### config.mk
export PLATFORM = sky130hd
export DESIGN_NAME = ser_cmd_decoder
export DESIGN_NICKNAME = d
export VERILOG_FILES = /design/src/rtl/ser_cmd_decoder.sv
export SDC_FILE = /design/constraint.sdc
export NUM_CORES = 1
export LEC_CHECK = 0
export BUFFER_PORTS_ARGS = -buffer_cell sky130_fd_sc_hd__buf_2
export CAP_MARGIN = 10
export CORE_ASPECT_RATIO = 1.1
export CORE_MARGIN = 2
export CORE_UTILIZATION = 54
export CTS_CLUSTER_DIAMETER = 120
export DETAILED_ROUTE_END_ITERATION = 10
export GPL_ROUTABILITY_DRIVEN = 1
export PLACE_DENSITY = 0.79
export SYNTH_ARGS = -nofsm -noshare
export SYNTH_HDL_FRONTEND = slang
export SYNTH_SLANG_ARGS = --single-unit
### constraint.sdc
create_clock -name clk -period 2.02 [get_ports clk]
set_clock_uncertainty 0.05 [all_clocks]
set_input_delay 0.404 -clock clk [delete_from_list [all_inputs] [get_ports clk]]
set_output_delay 0.404 -clock clk [all_outputs]
set_load 0.05 [all_outputs]
### src/rtl/ser_cmd_decoder.sv
module ser_cmd_decoder #(
  parameter int WORD_W = 8
) (
  input  logic clk,
  input  logic rst_n,
  input  logic ser_in,
  output logic trig_l1,
  output logic trig_l2_acc,
  output logic trig_l2_rej,
  output logic rst_chip,
  output logic rst_link,
  output logic rst_pix,
  output logic trst_pix,
  output logic test_pulse,
  output logic std_mode_on,
  output logic std_mode_off,
  output logic jt_tck,
  output logic jt_tms,
  output logic jt_tdi,
  output logic frame_locked,
  output logic unknown_err,
  output logic jtag_err
);
  localparam int CNT_W = $clog2(WORD_W);
  localparam logic [CNT_W-1:0] LAST = CNT_W'(WORD_W - 1);
  localparam logic [7:0] C_IDLE  = 8'b1100_1100;
  localparam logic [7:0] C_RXRST = 8'b0000_0000;
  localparam logic [7:0] C_L1    = 8'b0101_0110;
  localparam logic [7:0] C_L2A   = 8'b0101_1010;
  localparam logic [7:0] C_L2R   = 8'b0101_0101;
  localparam logic [7:0] C_RCHIP = 8'b1110_1000;
  localparam logic [7:0] C_RLINK = 8'b1110_0100;
  localparam logic [7:0] C_RPIX  = 8'b1110_0010;
  localparam logic [7:0] C_TRST  = 8'b1110_0001;
  localparam logic [7:0] C_TP    = 8'b1101_1000;
  localparam logic [7:0] C_SON   = 8'b1011_0100;
  localparam logic [7:0] C_SOFF  = 8'b1011_0010;

  logic [WORD_W-2:0] hist;
  logic [CNT_W-1:0]  bitcnt;
  logic              armed;
  logic              unk_prev;
  logic [9:0]        pulse_q;
  logic [9:0]        hit;
  logic              known;

  wire [7:0] word     = {hist, ser_in};
  wire       is_idle  = (word == C_IDLE);
  wire       at_edge  = (bitcnt == LAST);
  wire       boundary = frame_locked && at_edge;
  wire       jt_word  = (word[7:4] == 4'b1010);
  wire       jt_ok    = jt_word && (word[3] ^ word[2]) && (word[1] ^ word[0]);
  wire       rx_clear = boundary && (word == C_RXRST);

  always_comb begin
    hit   = '0;
    known = 1'b1;
    case (word)
      C_L1:    hit[9] = 1'b1;
      C_L2A:   hit[8] = 1'b1;
      C_L2R:   hit[7] = 1'b1;
      C_RCHIP: hit[6] = 1'b1;
      C_RLINK: hit[5] = 1'b1;
      C_RPIX:  hit[4] = 1'b1;
      C_TRST:  hit[3] = 1'b1;
      C_TP:    hit[2] = 1'b1;
      C_SON:   hit[1] = 1'b1;
      C_SOFF:  hit[0] = 1'b1;
      C_IDLE, C_RXRST: known = 1'b1;
      default: known = jt_word;
    endcase
  end

  always_ff @(posedge clk or negedge rst_n) begin
    if (!rst_n) begin
      hist         <= '0;
      bitcnt       <= '0;
      armed        <= 1'b0;
      frame_locked <= 1'b0;
      unk_prev     <= 1'b0;
      unknown_err  <= 1'b0;
      jtag_err     <= 1'b0;
      pulse_q      <= '0;
      jt_tck       <= 1'b0;
      jt_tms       <= 1'b0;
      jt_tdi       <= 1'b0;
    end else begin
      hist    <= word[WORD_W-2:0];
      bitcnt  <= (!frame_locked && !armed && is_idle) ? '0 : bitcnt + 1'b1;
      pulse_q <= boundary ? hit : '0;
      jt_tck  <= boundary && jt_ok;
      if (boundary && jt_ok) begin
        jt_tms <= word[3];
        jt_tdi <= word[1];
      end
      if (!frame_locked) begin
        if (!armed) begin
          if (is_idle) armed <= 1'b1;
        end else if (at_edge) begin
          if (is_idle) frame_locked <= 1'b1;
          else         armed        <= 1'b0;
        end
      end else if (at_edge) begin
        if (rx_clear) begin
          frame_locked <= 1'b0;
          armed        <= 1'b0;
          unk_prev     <= 1'b0;
          unknown_err  <= 1'b0;
          jtag_err     <= 1'b0;
        end else if (!known) begin
          unknown_err <= 1'b1;
          unk_prev    <= 1'b1;
          if (unk_prev) begin
            frame_locked <= 1'b0;
            armed        <= 1'b0;
            unk_prev     <= 1'b0;
          end
        end else begin
          unk_prev <= 1'b0;
          if (jt_word && !jt_ok) jtag_err <= 1'b1;
        end
      end
    end
  end

  assign {trig_l1, trig_l2_acc, trig_l2_rej, rst_chip, rst_link, rst_pix,
          trst_pix, test_pulse, std_mode_on, std_mode_off} = pulse_q;

  a_r5_one_strobe: assert property (@(posedge clk) disable iff (!rst_n)
    $onehot0({pulse_q, jt_tck}));
  a_r5_single_cycle: assert property (@(posedge clk) disable iff (!rst_n)
    (|{pulse_q, jt_tck}) |=> !(|{pulse_q, jt_tck}));
  a_r3_only_locked: assert property (@(posedge clk) disable iff (!rst_n)
    (|{pulse_q, jt_tck}) |-> $past(frame_locked));
  a_r7_err_sticky: assert property (@(posedge clk) disable iff (!rst_n)
    ($past(jtag_err) && !$past(rx_clear)) |-> jtag_err);
  a_r6_jtag_hold: assert property (@(posedge clk) disable iff (!rst_n)
    !jt_tck |-> ($stable(jt_tms) && $stable(jt_tdi)));
  a_r2_lock_on_idle: assert property (@(posedge clk) disable iff (!rst_n)
    $rose(frame_locked) |-> $past(is_idle));
endmodule

=== Word level (Yosys, flattened, before mapping) ===
Index checks and enable logic that the tools add are counted.

* Add/subtract/negate cells: 1
* Eq/ne operators: 17
* Multiplexer cells: 35
* Bitwise logic cells: 2
* Reduce and logical (&&, ||, !) cells: 19

{| class="wikitable"
|+ Operator list
! operator !! count
|-
| 8-bit equality test (second input constant) || 8
|-
| 1-bit two-way mux || 33
|-
| 8-bit by 7-bit equality test with 1-bit output (second input constant) || 3
|-
| 12-bit OR reduction || 1
|-
| 10-bit two-way mux || 1
|-
| 1-bit logical AND || 8
|-
| 8-bit logical NOT || 1
|-
| 3-bit AND reduction || 2
|-
| 4-bit equality test (second input constant) || 1
|-
| 2-bit by 1-bit inequality test with 1-bit output (second input constant) || 2
|-
| 4-bit AND reduction || 1
|-
| 2-bit nonzero test || 2
|-
| 3-bit by 1-bit adder with 3-bit output (second input constant) || 1
|-
| 3-bit equality test (second input constant) || 1
|-
| 1-bit logical NOT || 3
|-
| 3-bit two-way mux || 1
|-
| 3-bit by 1-bit inequality test with 1-bit output (second input constant) || 1
|-
| 3-bit by 2-bit inequality test with 1-bit output (second input constant) || 1
|-
| 2-bit AND reduction || 1
|-
| 1-bit bitwise XOR || 2
|}

* Register bits after elaboration: 28
* Bits of input ports: 3
* Output and inout port bits: 16
* Word-level logic and storage cells: 85

=== Logic depth before layout (Yosys ltp) ===
* Word-level depth: 8
* Depth in mapped cells: 6
* Depth with buffers taken out: 6

=== Least setup slack after synthesis ===
No wires, ideal clock.

* Path type: reg2reg
* From: register frame_locked
* To: register jt_tdi
* Setup time: 125 ps
* Arrival: 1651 ps
* Required time: 1845 ps
* Slack: 195 ps
* Stages on the path, launching flop included: 4
* Buffers on the path: 0
* Period minus slack after synthesis: 1825 ps
* Path through: dfrtp_1 nand2_1 nor4_2 mux2_2

* Cells in the longest elaborated chain, start to end: 2

{| class="wikitable"
|+ Ends and longest elaborated chain
! element !! RTL line !! RTL
|-
| start: declaration || 20 || <nowiki>output logic frame_locked,</nowiki>
|-
| start signal: assignment || 79 || <nowiki>frame_locked <= 1'b0;</nowiki>
|-
| start signal: assignment || 100 || <nowiki>if (is_idle) frame_locked <= 1'b1;</nowiki>
|-
| start signal: assignment || 105 || <nowiki>frame_locked <= 1'b0;</nowiki>
|-
| 1-bit logical AND || 50 || <nowiki>wire boundary = frame_locked && at_edge;</nowiki>
|-
| 1-bit logical AND || 92 || <nowiki>if (boundary && jt_ok) begin</nowiki>
|-
| end signal: assignment || 94 || <nowiki>jt_tdi <= word[1];</nowiki>
|-
| end: declaration || 19 || <nowiki>output logic jt_tdi,</nowiki>
|}

Every way passes these cells.
A chain may end at the register's enable or synchronous reset.

=== Worst setup path in the final report ===
* From: register bitcnt[0]
* To: register jt_tms

* Cells in the longest elaborated chain, start to end: 3

{| class="wikitable"
|+ Ends and longest elaborated chain
! element !! RTL line !! RTL
|-
| start: declaration || 40 || <nowiki>logic [CNT_W-1:0] bitcnt;</nowiki>
|-
| start signal: assignment || 89 || <nowiki>bitcnt <= (!frame_locked && !armed && is_idle) ? '0 : bitcnt + 1'b1;</nowiki>
|-
| 3-bit equality test || 49 || <nowiki>wire at_edge = (bitcnt == LAST);</nowiki>
|-
| 1-bit logical AND || 50 ||
|-
| 1-bit logical AND || 92 ||
|-
| end signal: assignment || 93 || <nowiki>jt_tms <= word[3];</nowiki>
|-
| end: declaration || 18 || <nowiki>output logic jt_tms,</nowiki>
|}

Every way passes these cells.

==> impl_metrics.py <==
metrics = {
    "status": {
        "outcome": "finished, final reports clean",
    },
    "global_route": {
        "grt_pass1_wl_mm": 3.41,
        "grt_max_degree": 29,
        "grt_util_all_layers_pct": 17.2,
        "grt-ovfl-total": 0,
        "antenna_found_initial": 0,
        "grt_pass1_vias": 793,
    },
    "worst_setup_path": {
        "start_kind": "register",
        "crit_chain": "ha_1 -> ha_1 -> nand2_1 -> nor4_2 -> mux2_2",
        "cp-end-kind": "register",
        "crit_top_cell": "ha_1",
        "path_max_fanout": 5,
        "path_class": "reg2reg",
        "crit_arrival_ns": 1.97,
        "crit_buf_inv": 0,
        "required_ns": 2.19,
        "slowest_delay_ns": 0.42,
        "worst_path_max_delay_cell": "nor4_2",
        "crit_family": "simple AND/OR/NAND/NOR gates",
    },
    "finish": {
        "antenna_cells": 0,
        "syn2layout_area_growth_pct": 13.1,
        "drive_gt1_share_pct": 23.6,
        "num-fill-cells": 196,
        "utilization_pct": 62.9,
        "layout.nets": 137,
    },
    "logic_synthesis": {
        "synth-seq-cells": 28,
        "synthArstFlopShare_pct": 100,
        "synth_edf_count": 0,
        "synth_top_area_share_pct": 57.1,
        "synth_cell_types": 30,
        "synth_area_leaders": "dfrtp_1 (57%), ha_1 (9.2%), nor2_1 (2.8%)",
        "yosysWarningCount": 0,
        "seq_area_frac_synth_pct": 57.1,
        "synth_area_sq_mm": 0.00123,
        "syn_nets": 112,
        "synthFlopType": "dfrtp_1",
        "avgSynthCellArea_sq_um": 12.3,
        "syn_inst": 100,
        "yosys.area.top_type": "dfrtp_1",
    },
    "routing": {
        "drc": 0,
        "detail_route.iter0.violations": 23,
        "vias": 828,
        "detail_route.first_pass.iterations": 4,
        "totalWireLength_mm": 1.99,
        "ant_nets": 0,
        "detail_route.vias_per_cell": 5.41,
        "wl_per_cell_um": 13.0,
    },
    "floorplan": {
        "dieWidth_um": 49.5,
        "fp.dieArea_sq_mm": 0.00267,
        "placeableCoreArea_sq_mm": 0.00221,
        "initial_utilization_pct": 55.6,
        "core.rowCount": 18,
        "fp.dieH_um": 54.0,
        "io_pins": 19,
    },
    "timing": {
        "rsz0062_at_grt": "no",
        "holdWs_ns": 0.0132,
        "post-route-period-util_pct": 89.5,
        "fmax_mhz": 553,
        "setup-tns-final_ns": 0,
        "hold_viol": 0,
        "relSlewSlack_pct": 61.4,
        "tightestPinTransition_ns": 0.580,
        "min_period_ns": 1.81,
        "finalSetupViolCount": 0,
        "slew_viol_final": 0,
    },
    "clock_network": {
        "cts_tree": "yes",
        "cts.path.max_buffers": 2,
        "post_cts_resized": 0,
        "cts-root-buf": "clkbuf_4",
        "cts.sinks": 28,
        "cts_buffers": 3,
        "path_clk_slew_ns": 0.14,
        "insertion_delay_ns": 0.32,
        "cts_max_level": 1,
    },
    "place": {
        "place.gp.congestion": 0.869,
        "portBuffers": 18,
        "hpwlAfterDp_mm": 1.49,
    },
    "power_and_ir_drop": {
        "vdd_drop_max_mv": 0.572,
        "total_leakage_power_nw": 0.722,
        "power_density_mw_per_mm2": 655,
    },
    "run": {
        "maxCapViolations": 0,
    },
    "min_path": {
        "holdCritPathClass": "in2async",
    },
}
[sequential cells by signal (all words and copies together), names as in the netlist]
signal        flops
jt_tck            1
jt_tms            1
unknown_err       1
bitcnt            3
frame_locked      1
jtag_err          1
pulse_q          10
jt_tdi            1
hist              7
armed             1
unk_prev          1
[metrics by stage]
stage | std cells | instance area (sq um) | setup WS, ns | total power, mW
detailed placement | 149 | 1360 | 0.00592 | 0.702
global placement | 149 | 1360 | 0.0824 | 0.697
finish | 153 | 1390 | 0.211 | 0.910
global route | 153 | 1390 | 0.0851 | 0.964
floorplan | 100 | 1230 | 0.195 | 0.674
CTS | 152 | 1380 | 0.0866 | 0.918
[power breakdown]
| part | internal [mW] | switching (mW) | total, mW | leakage (nW) |
|---|---|---|---|---|
| Combinational | 0.0375 | 0.0470 | 0.0845 | 0.343 |
| Sequential | 0.591 | 0.0170 | 0.608 | 0.365 |
| Clock | 0.0699 | 0.147 | 0.217 | 0.0138 |
| Total | 0.699 | 0.211 | 0.910 | 0.722 |
[per-layer routing]
layer / track usage (%) / vias to the layer above / routed length, um
met3: 2.50 / 5 / 81
met2: 29.7 / 24 / 961
met1: 21.5 / 395 / 910
met5: 0 / - / 0
li1: - / 404 / -
met4: 8.80 / 0 / 36
[layout make-up]
class	instances	area (sq um)	share of cell area, %
sequential	28	701	50.5
multi-input combinational	66	497	35.8
clock buffer	3	22.5	1.62
tap	30	37.5	2.70
inverter	5	18.8	1.35
timing repair buffer	21	113	8.11
[path summary, 6_finish.rpt]
path | slack (ns) | to | startpoint | depth (start not counted)
min | 0.01 | pulse_q[1] | rst_n | 1
max in group asynchronous | 1.53 | jt_tms | rst_n | 1
max | 0.21 | jt_tms | bitcnt[0] | 5
max reg2reg | 0.21 | jt_tms | bitcnt[0] | 5
min in group clk | 0.17 | hist[0] | ser_in | 1
min reg2reg | 0.40 | bitcnt[0] | bitcnt[0] | 1
[timing repair]
item	4_1_cts	5_1_grt
endpoints found under the setup margin	0	4
hold endpoints to repair	0	0
hold buffers	0	0
buffers inserted	0	1
[cell families after synthesis]
logic type	Yosys count	synth area share (%)
compound gates	15	8.36
fa+ha+maj	9	9.17
buf+inv	6	2.45
flops	28	57.1
mux	3	2.75
simple gates	39	20.2
[Yosys cell counts (2+ instances only)]
cell type and n:
nor3_1 3, nor2_1 9, a21oi_1 3, a22o_1 2, a31oi_1 2, nor2b_1 3
nand3b_1 2, o21ai_0 3, mux2_2 3, nand2_1 6, dfrtp_1 28, ha_1 9
and3_1 5, and2_1 2, inv_1 5
[cell usage in the layout (no fill, tap or decap)]
| cell type | netlist | routed |
|---|---|---|
| dfrtp_1 | 28 | 28 |
| buf_2 | 0 | 18 |
| nor2_1 | 9 | 9 |
| ha_1 | 9 | 9 |
| nand2_1 | 6 | 6 |
| inv_1 | 5 | 5 |
| and3_1 | 5 | 5 |
| nor3_1 | 3 | 3 |
| nor2b_1 | 3 | 3 |
| o21ai_0 | 3 | 3 |
| a21oi_1 | 3 | 3 |
| mux2_2 | 3 | 3 |
| clkbuf_4 | 0 | 3 |
| buf_4 | 0 | 3 |
| and2_1 | 2 | 2 |
| nand3b_1 | 2 | 2 |
| a22o_1 | 2 | 2 |
| a31oi_1 | 2 | 2 |
| nand4bb_1 | 1 | 1 |
| nand4b_1 | 1 | 1 |
| and4b_1 | 1 | 1 |
| and4_1 | 1 | 1 |
| and4bb_1 | 1 | 1 |
| nor4_4 | 1 | 1 |
| nand3_1 | 1 | 1 |
| a41o_1 | 1 | 1 |
| nor4_2 | 1 | 1 |
| nor4b_1 | 1 | 1 |
| o21a_1 | 1 | 1 |
| a21boi_0 | 1 | 1 |
| a32oi_1 | 1 | 1 |
| a31o_1 | 1 | 1 |
Power figures use the tool's default switching activity.
